==> src/rtl/nru_pkg.sv <==
// Shared constants for the not-recently-used victim selector.
// Assumes: tie-break codes are fixed here and decoded by the top module.
package nru_pkg;
    localparam logic [1:0] TB_FIXED  = 2'd0;
    localparam logic [1:0] TB_ROTATE = 2'd1;
    localparam logic [1:0] TB_RANDOM = 2'd2;
    localparam int         LFSR_DEF_W = 8;
endpackage

==> src/rtl/nru_ref_array.sv <==
// Reference-flag storage: one flag per way per set, 1 = not recently used.
// Assumes: one read port and one write port on the same set index each cycle.
module nru_ref_array #(
    parameter int SETS = 16,
    parameter int WAYS = 4,
    localparam int SW = $clog2(SETS)
) (
    input  logic                       clk,
    input  logic                       rst_n,
    input  logic [SW-1:0]              idx,
    input  logic                       wr_en,
    input  logic [WAYS-1:0]            wr_bits,
    output logic [WAYS-1:0]            rd_bits,
    output logic [SETS-1:0][WAYS-1:0]  all_bits
);
    logic [SETS-1:0][WAYS-1:0] flags_q;

    // Store updated flags; reset leaves every way as a candidate.
    always_ff @(posedge clk) begin
        if (!rst_n) begin
            flags_q <= '1;
        end else if (wr_en) begin
            flags_q[idx] <= wr_bits;
        end
    end

    // Expose the addressed set and the full array.
    assign rd_bits  = flags_q[idx];
    assign all_bits = flags_q;
endmodule

==> src/rtl/nru_pick.sv <==
// Circular first-one search: returns the first set bit of cand at or above start.
// Assumes: WAYS is a power of two so index arithmetic wraps naturally; cand nonzero.
module nru_pick #(
    parameter int WAYS = 4,
    localparam int WW = $clog2(WAYS)
) (
    input  logic [WAYS-1:0] cand,
    input  logic [WW-1:0]   start,
    output logic [WW-1:0]   way
);
    // Scan ways in wrapped order from start, keep the first candidate.
    always_comb begin
        logic          found;
        logic [WW-1:0] idx;
        way   = '0;
        found = 1'b0;
        for (int k = 0; k < WAYS; k++) begin
            idx = start + WW'(k);
            if (!found && cand[idx]) begin
                way   = idx;
                found = 1'b1;
            end
        end
    end
endmodule

==> src/rtl/nru_lfsr.sv <==
// Free-running Fibonacci LFSR used as the random tie-break source.
// Assumes: TAPS describes a maximal-length polynomial for W bits; SEED nonzero.
module nru_lfsr #(
    parameter int          W    = 8,
    parameter logic [W-1:0] TAPS = 8'hB8,
    parameter logic [W-1:0] SEED = 8'h01
) (
    input  logic         clk,
    input  logic         rst_n,
    output logic [W-1:0] state
);
    // Step once per cycle; feedback is the parity of the tapped bits.
    always_ff @(posedge clk) begin
        if (!rst_n) begin
            state <= SEED;
        end else begin
            state <= {state[W-2:0], ^(state & TAPS)};
        end
    end
endmodule

==> src/rtl/nru_victim_sel.sv <==
// Not-recently-used victim selector for a set-associative cache.
// Per cycle on set_idx: hit clears its flag, then a victim request with no
// candidate raises all flags (except the hit way), then a victim is picked
// by the TIE_MODE rule, then a fill clears its flag. Assumes WAYS is a power
// of two, WAYS >= 2, and LFSR_W >= log2(WAYS).
module nru_victim_sel #(
    parameter int         SETS     = 16,
    parameter int         WAYS     = 4,
    parameter logic [1:0] TIE_MODE = nru_pkg::TB_ROTATE,
    parameter int         LFSR_W   = nru_pkg::LFSR_DEF_W,
    localparam int        SW       = $clog2(SETS),
    localparam int        WW       = $clog2(WAYS)
) (
    input  logic          clk,
    input  logic          rst_n,
    input  logic [SW-1:0] set_idx,
    input  logic          hit_vld,
    input  logic [WW-1:0] hit_way,
    input  logic          vic_req,
    input  logic          fill_vld,
    input  logic [WW-1:0] fill_way,
    output logic [WW-1:0] vic_way
);
    logic [WAYS-1:0]           cur_bits;
    logic [WAYS-1:0]           hit_mask;
    logic [WAYS-1:0]           fill_mask;
    logic [WAYS-1:0]           post_hit;
    logic                      exhausted;
    logic [WAYS-1:0]           cand_bits;
    logic [WAYS-1:0]           next_bits;
    logic                      upd_en;
    logic [WW-1:0]             search_start;
    logic [SETS-1:0][WAYS-1:0] ref_bits;

    nru_ref_array #(.SETS(SETS), .WAYS(WAYS)) u_array (
        .clk      (clk),
        .rst_n    (rst_n),
        .idx      (set_idx),
        .wr_en    (upd_en),
        .wr_bits  (next_bits),
        .rd_bits  (cur_bits),
        .all_bits (ref_bits)
    );

    // Ordered flag update: hit, bulk raise, fill.
    always_comb begin
        hit_mask  = hit_vld  ? (WAYS'(1) << hit_way)  : '0;
        fill_mask = fill_vld ? (WAYS'(1) << fill_way) : '0;
        post_hit  = cur_bits & ~hit_mask;
        exhausted = vic_req && (post_hit == '0);
        cand_bits = exhausted ? ~hit_mask : post_hit;
        next_bits = cand_bits & ~fill_mask;
        upd_en    = hit_vld | vic_req | fill_vld;
    end

    // Tie-break start position, chosen by TIE_MODE.
    generate
        if (TIE_MODE == nru_pkg::TB_ROTATE) begin : g_rotate
            logic [SETS-1:0][WW-1:0] ptr_q;
            // Advance the set's pointer one past each victim.
            always_ff @(posedge clk) begin
                if (!rst_n) begin
                    ptr_q <= '0;
                end else if (vic_req) begin
                    ptr_q[set_idx] <= vic_way + WW'(1);
                end
            end
            assign search_start = ptr_q[set_idx];
        end else if (TIE_MODE == nru_pkg::TB_RANDOM) begin : g_random
            logic [LFSR_W-1:0] rnd;
            nru_lfsr #(.W(LFSR_W)) u_lfsr (
                .clk   (clk),
                .rst_n (rst_n),
                .state (rnd)
            );
            assign search_start = rnd[WW-1:0];
        end else begin : g_fixed
            assign search_start = '0;
        end
    endgenerate

    nru_pick #(.WAYS(WAYS)) u_pick (
        .cand  (cand_bits),
        .start (search_start),
        .way   (vic_way)
    );
endmodule

==> config.mk <==
export PLATFORM = sky130hd
export DESIGN_NAME = nru_victim_sel
export DESIGN_NICKNAME = d
export VERILOG_FILES = /design/src/rtl/nru_pkg.sv /design/src/rtl/nru_ref_array.sv /design/src/rtl/nru_pick.sv /design/src/rtl/nru_lfsr.sv /design/src/rtl/nru_victim_sel.sv
export SDC_FILE = /design/constraint.sdc
export NUM_CORES = 1
export LEC_CHECK = 0
export ABC_AREA = 1
export ABC_CLOCK_PERIOD_IN_PS = 3080
export BUFFER_PORTS_ARGS = -buffer_cell sky130_fd_sc_hd__buf_2
export CAP_MARGIN = 20
export CORE_MARGIN = 4
export CORE_UTILIZATION = 65
export CTS_BUF_LIST = sky130_fd_sc_hd__clkbuf_4
export DETAILED_ROUTE_END_ITERATION = 12
export GPL_TIMING_DRIVEN = 0
export PLACE_DENSITY = 0.83
export SLEW_MARGIN = 20
export SYNTH_ARGS = -nofsm -noshare
export SYNTH_HDL_FRONTEND = slang
export SYNTH_SLANG_ARGS = --single-unit
==> constraint.sdc <==
create_clock -name clk -period 3.08 [get_ports clk]
set_clock_uncertainty 0.1 [all_clocks]
set_input_delay 0 -clock clk [delete_from_list [all_inputs] [get_ports clk]]
set_output_delay 0 -clock clk [all_outputs]
set_load 0.02 [all_outputs]
# After elaboration in Yosys (flattened, before gate mapping)
# Cells that the tools add are included.
# classes
bitwise	6
add_sub_neg	4
shifts	2
n_mux	28
reduce_logical	9
n_lt_le_gt_ge	6
# ops
op	count
$bwmux 64	1
$bwmux 32	1
$mux 4	5
$bmux 4 s4	1
$demux 4 s4	1
$lt 2x3->1 const B	4
$mux 2	6
$and 4x4->4	2
$bmux 1 s2	4
$bmux 2 s4	1
$demux 2 s4	1
$not 4->4	2
$shl 1x2->4 const A	2
$mux 1	7
$logic_and 1x1->1	5
$lt 4x5->1 const B	1
$add 2x1->2 const B	2
$add 2x2->2 const B	2
$ge 4x1->1 const B	1
$logic_not 4->1	1
$logic_not 1->1	3
$or 1x1->1	2
# word_totals
regBits	96
elab_cells	87
input_bits	13

# Depth between registers and ports, before layout
# depth
word_depth	21
mapped_depth	27
mapped_depth_nobuf	24

# Modules after synthesis
# From an unflattened synthesis, not the netlist that was laid out.
# hier_totals
cells_unflattened	820
area_unflattened_um2	5238.8
# modules_own_cells
module	seq_area_each_um2	n_inst	area_per_inst_um2	cells_per_inst
nru_ref_array	1281.2	1	3268.1	510
nru_victim_sel	640.6	1	1735.4	262
nru_pick	0.0	1	235.2	48

# Least setup slack after synthesis
# No wires, ideal clock.
# synth_path
path_kind	in2reg
startpoint	input set_idx[1]
endpoint	register g_rotate.ptr_q[3] (netlist name)
stages	23
setup_ns	0.109
t_arrival_ns	2.278
slack_ns	0.593
cell_sequence	buf_4 -> nand2_4 -> inv_4 -> buf_4 -> nand2_1 -> nand3_1 -> nand2_1 -> nand2_1 -> o21ai_1 -> nand2_1 -> o21ai_1 -> nand3_1 -> nand3_1 -> nand2_1 -> nor2_4 -> nand3_1 -> nand2_1 -> inv_1 -> nand2_4 -> buf_6 -> nand3_1 -> nand2_1 -> inv_1
# synth_between
elab_chain_len	20
# synth_lines
element	line_no	source
start: declaration	nru_victim_sel.sv:16	input logic [SW-1:0] set_idx,
$bmux 4 s4	nru_ref_array.sv:28	assign rd_bits = flags_q[idx];
$mux 4 (not written as such)	nru_ref_array.sv:28	
$and 4x4->4	nru_victim_sel.sv:49	post_hit = cur_bits & ~hit_mask;
$logic_not 4->1	nru_victim_sel.sv:50	exhausted = vic_req && (post_hit == '0);
$logic_and 1x1->1	nru_victim_sel.sv:50	
$mux 4	nru_victim_sel.sv:51	cand_bits = exhausted ? ~hit_mask : post_hit;
$bmux 1 s2	nru_pick.sv:19	if (!found && cand[idx]) begin
$mux 1 (not written as such)	nru_pick.sv:19	
[... 5 more ...]	n/a	
$logic_and 1x1->1	nru_pick.sv:19	
$mux 1	nru_pick.sv:19	
$logic_not 1->1	nru_pick.sv:19	
$logic_and 1x1->1	nru_pick.sv:19	
$mux 2 (*)	nru_pick.sv:19	
net vic_way[1]	nru_victim_sel.sv:22	output logic [WW-1:0] vic_way
$add 2x1->2 (*)	nru_victim_sel.sv:65	ptr_q[set_idx] <= vic_way + WW'(1);
$bwmux 32 (*)	nru_victim_sel.sv:65	
end signal: indexed assignment	nru_victim_sel.sv:65	
end: declaration	nru_victim_sel.sv:59	logic [SETS-1:0][WW-1:0] ptr_q;
# Mark *: on every way through the listed nets, which the timed path passes. The rest lies on a longest branch. The select of a mux whose other input is x is not followed.
# A chain may end at the register's enable or synchronous reset.

# Worst setup path after layout
# layout_path
startpoint	register u_array.flags_q, in the netlist u_array.all_bits[43]
endpoint	output vic_way[0]
# layout_between
elab_chain_len	18
# layout_lines
element	line_no	source
start: declaration	nru_ref_array.sv:16	logic [SETS-1:0][WAYS-1:0] flags_q;
start signal: indexed assignment	nru_ref_array.sv:23	flags_q[idx] <= wr_bits;
$bmux 4 s4 (*)	nru_ref_array.sv:28	
$mux 4 (not written as such) (*)	nru_ref_array.sv:28	
$and 4x4->4 (*)	nru_victim_sel.sv:49	
$logic_not 4->1	nru_victim_sel.sv:50	
$logic_and 1x1->1	nru_victim_sel.sv:50	
$mux 4 (*)	nru_victim_sel.sv:51	
$bmux 1 s2	nru_pick.sv:19	
$mux 1 (not written as such)	nru_pick.sv:19	
[... 2 more ...]	n/a	
$logic_and 1x1->1	nru_pick.sv:19	
$mux 1	nru_pick.sv:19	
$logic_not 1->1	nru_pick.sv:19	
$logic_and 1x1->1	nru_pick.sv:19	
$mux 1	nru_pick.sv:19	
$logic_not 1->1	nru_pick.sv:19	
$logic_and 1x1->1	nru_pick.sv:19	
$mux 2 (*)	nru_pick.sv:19	
end: declaration	nru_victim_sel.sv:22	
# Every way passes the cells marked *; elsewhere a longest branch is shown, timed or not. The select of a mux whose other input is x is not followed.

==> metrics.yaml <==
outcome: "finished, violations left"
violations: "negative hold slack"
syn_inst: 762
clkPwrFrac_pct: 23.8
drc: 0
fp-row-count: 31
setup_viol: 0
worstSetupStartpointType: "flip-flop"
yosys.area.top_type_share_pct: 38.6
start_util_pct: 67.9
min_period_ns: 2.94
grt_util_all_layers_pct: 31.3
avgSynthCellArea_sq_um: 6.53
p_seq_share_pct: 51.2
clock_path_buffers: 2
via_per_inst: 5.77
synthDistinctLibCells: 31
worstReg2RegStart: "u_array.all_bits[43]"
drive_above_1_share_pct: 10.4
sw_frac_of_total_pct: 34.5
p_per_area_nw_per_um2: 468
syn_nets: 775
whs_ns: -0.00705
p_leak_nw: 2.35
core_sq_um: 7330
relSlewSlack_pct: 31.6
routabilityCongestion: 0.953
worst_slack_ns: 0.135
post_drt_wl_per_cell_um: 15.5
vias: 5183
end_kind: "primary output"
synth.yosys.seq_area_share_pct: 38.6
grt_setup_unrepaired: "yes"
min-delay-start: "fill_vld"
drv_slew: 0
worst_ir_drop_vdd_mv: 0.282
grt_pass1_vias: 4692
first_pass_iters: 5
htree_levels: 3
yosys.area.top_type: "dfxtp_1"
grt_antenna_before_repair: 0
die_y_um: 95.5
worstReg2RegEnd: "u_array.all_bits[35]"
hold_path_depth: 4
cts.sinks: 96
min_to: "u_array.all_bits[17]"
insertion_delay_ns: 0.44
place_ws_ns: 0.0454
diodes: 0
hold_viol: 3
fmax_mhz: 340
crit_fanout: 6
grt_pass1_wl_um: 22300
critical_path_arrival_ns: 2.84
p_sw_uw: 875
ff2ff_path_depth: 14
yosys_warnings: 0
power.total_mw: 2.54
fin_nets: 808
first_iter_violations: 526
period_share_pct: 95.6
worstSetupPathType: "flip-flop to primary output"
tns_ns: 0
synth_seq_cells: 96
wl_um: 14000
grt-ovfl-total: 0
grt_max_degree: 19
die_area_sq_um: 9120
io_pins: 15
cp_data_required_time_ns: 2.98
hold_class: "input pin to flip-flop"
cts_made_buffers: 9
intPower_mw: 1.66
dpl.hpwl_um: 9640
drv_cap: 0
ant_nets: 0
rrSetupSlack_ns: 0.16
portBuffers: 12
clkTransAtPathRegs_ns: 0.15
area_growth_pct: 9.00
max_slew.worst_pin.slew_ns: 1.02
cts_tree: "built"
chipWidth_um: 95.5
clock-root-buffer: "clkbuf_4"
yosys-top-cells-area: "dfxtp_1, nand2_1, a21oi_1"
netlist_area_sq_um: 4980
p_comb_share_pct: 25.0
-- area by class of cell --
class / instances / area (sq um)
multi-input cells: 575 / 2730
inverters: 63 / 241
well taps: 99 / 124
clock buffers: 11 / 82.6
fillers: 573 / 1900
repair buffers: 22 / 140
clock inverters: 5 / 33.8
plain buffers: 28 / 154
flip-flops and latches: 96 / 1920
-- metrics by stage --
| stage | cell area, sq um | util [%] | hold slack, ns | instances |
|---|---|---|---|---|
| global placement | 5160 | 70.4 | 0.275 | 873 |
| global route | 5430 | 74.0 | 0.00256 | 899 |
| detailed placement | 5160 | 70.4 | 0.281 | 873 |
| floorplan | 4980 | - | 0.0989 | 762 |
| finish | 5430 | 74.0 | -0.00705 | 899 |
| CTS | 5280 | 72.1 | 0.00921 | 889 |
-- timing repair --
item	in CTS	in global routing
cloned	0	1
hold endpoints to repair	7	2
setup endpoints to repair	1	24
pin swaps	0	5
hold buffers	1	1
setup buffers	0	8
resized for setup	0	12
-- worst max-delay path: stages (launching register included) --
cell and delay [ns]:
dfxtp_1 0.32, inv_1 0.08, o21ai_0 0.08, nand2_1 0.06, nand2_1 0.05, nand2_1 0.05
nand2_1 0.10, o21ai_2 0.25, nand2_2 0.11, nor2_4 0.17, nand3_1 0.15, nand3_1 0.16
nand3_1 0.11, nand2_1 0.13, nor2_4 0.06, o21ai_4 0.24, nand2_8 0.11, buf_2 0.18
-- synthesized netlist by cell type --
cell	count
nor2_2	5
nand3_1	49
nand4_1	1
o21ai_1	5
nor2_1	11
a21oi_1	84
a32oi_1	4
a22oi_1	15
o21ai_0	19
a21o_1	3
inv_1	55
clkinv_1	2
nor3_1	36
a21boi_0	1
o21ai_2	2
inv_4	2
nand2_4	3
nand3_2	3
o211ai_1	1
o21a_1	15
clkbuf_1	17
nand2_2	2
nand2_1	309
a31o_2	1
buf_6	4
buf_4	4
inv_2	4
nor2_4	4
dfxtp_1	96
or2_1	1
buf_2	4
-- sequential cells by signal (all words and copies together) (netlist names) --
signal	cells
u_array.all_bits	64
g_rotate.ptr_q	32
-- power by group through the flow --
stage          Sequential [mW]  Clock (mW)  Combinational (mW)
6_report                  1.30       0.605               0.634
5_1_grt                   1.31       0.666               0.689
4_1_cts                   1.30       0.602               0.547
3_5_place_dp              1.33           0               0.547
3_3_place_gp              1.33           0               0.535
2_1_floorplan             1.32           0               0.400
-- cells by family after synthesis --
| group | Yosys count | share of synthesized area [%] |
|---|---|---|
| compound gates | 150 | 17.4 |
| buf+inv | 92 | 8.04 |
| flops | 96 | 38.6 |
| simple gates | 424 | 36.0 |
-- worst max-delay path by stage --
stage                           end  depth (start not counted)  slack, ns                  from
2_1_floorplan     g_rotate.ptr_q[3]                         23       0.59            set_idx[1]
3_3_place_gp     g_rotate.ptr_q[19]                         19       0.12            set_idx[2]
3_5_place_dp   u_array.all_bits[25]                         13       0.05            set_idx[1]
4_1_cts                  vic_way[0]                         15       0.12    g_rotate.ptr_q[24]
5_1_grt                  vic_way[0]                         18      -0.08  u_array.all_bits[43]
6_report                 vic_way[0]                         17       0.14  u_array.all_bits[43]
-- routing by layer --
layer / track usage, % / share of wire (%) / up-vias
met5: 0 / 0 / -
met4: 12.0 / 2.1 / 0
met2: 49.5 / 46 / 278
li1: - / - / 2554
met1: 43.2 / 42 / 2318
met3: 4.50 / 9.4 / 33
-- cell usage in the layout, fill, tap and decap left out, types with 4 or more instances in the layout --
cell type    n
inv_1       55
nand2_2      4
o21ai_0     19
o21a_1      15
buf_2       15
inv_2        4
dfxtp_1     96
clkbuf_1    17
buf_6        4
nor2_4       4
nor2_2       6
nand2_1    307
nor2_1      10
a21oi_1     84
clkbuf_4    11
a22oi_1     15
nor3_1      36
nand3_1     46
nand3_2      5
buf_4       12
Power figures use the tool's default switching activity.
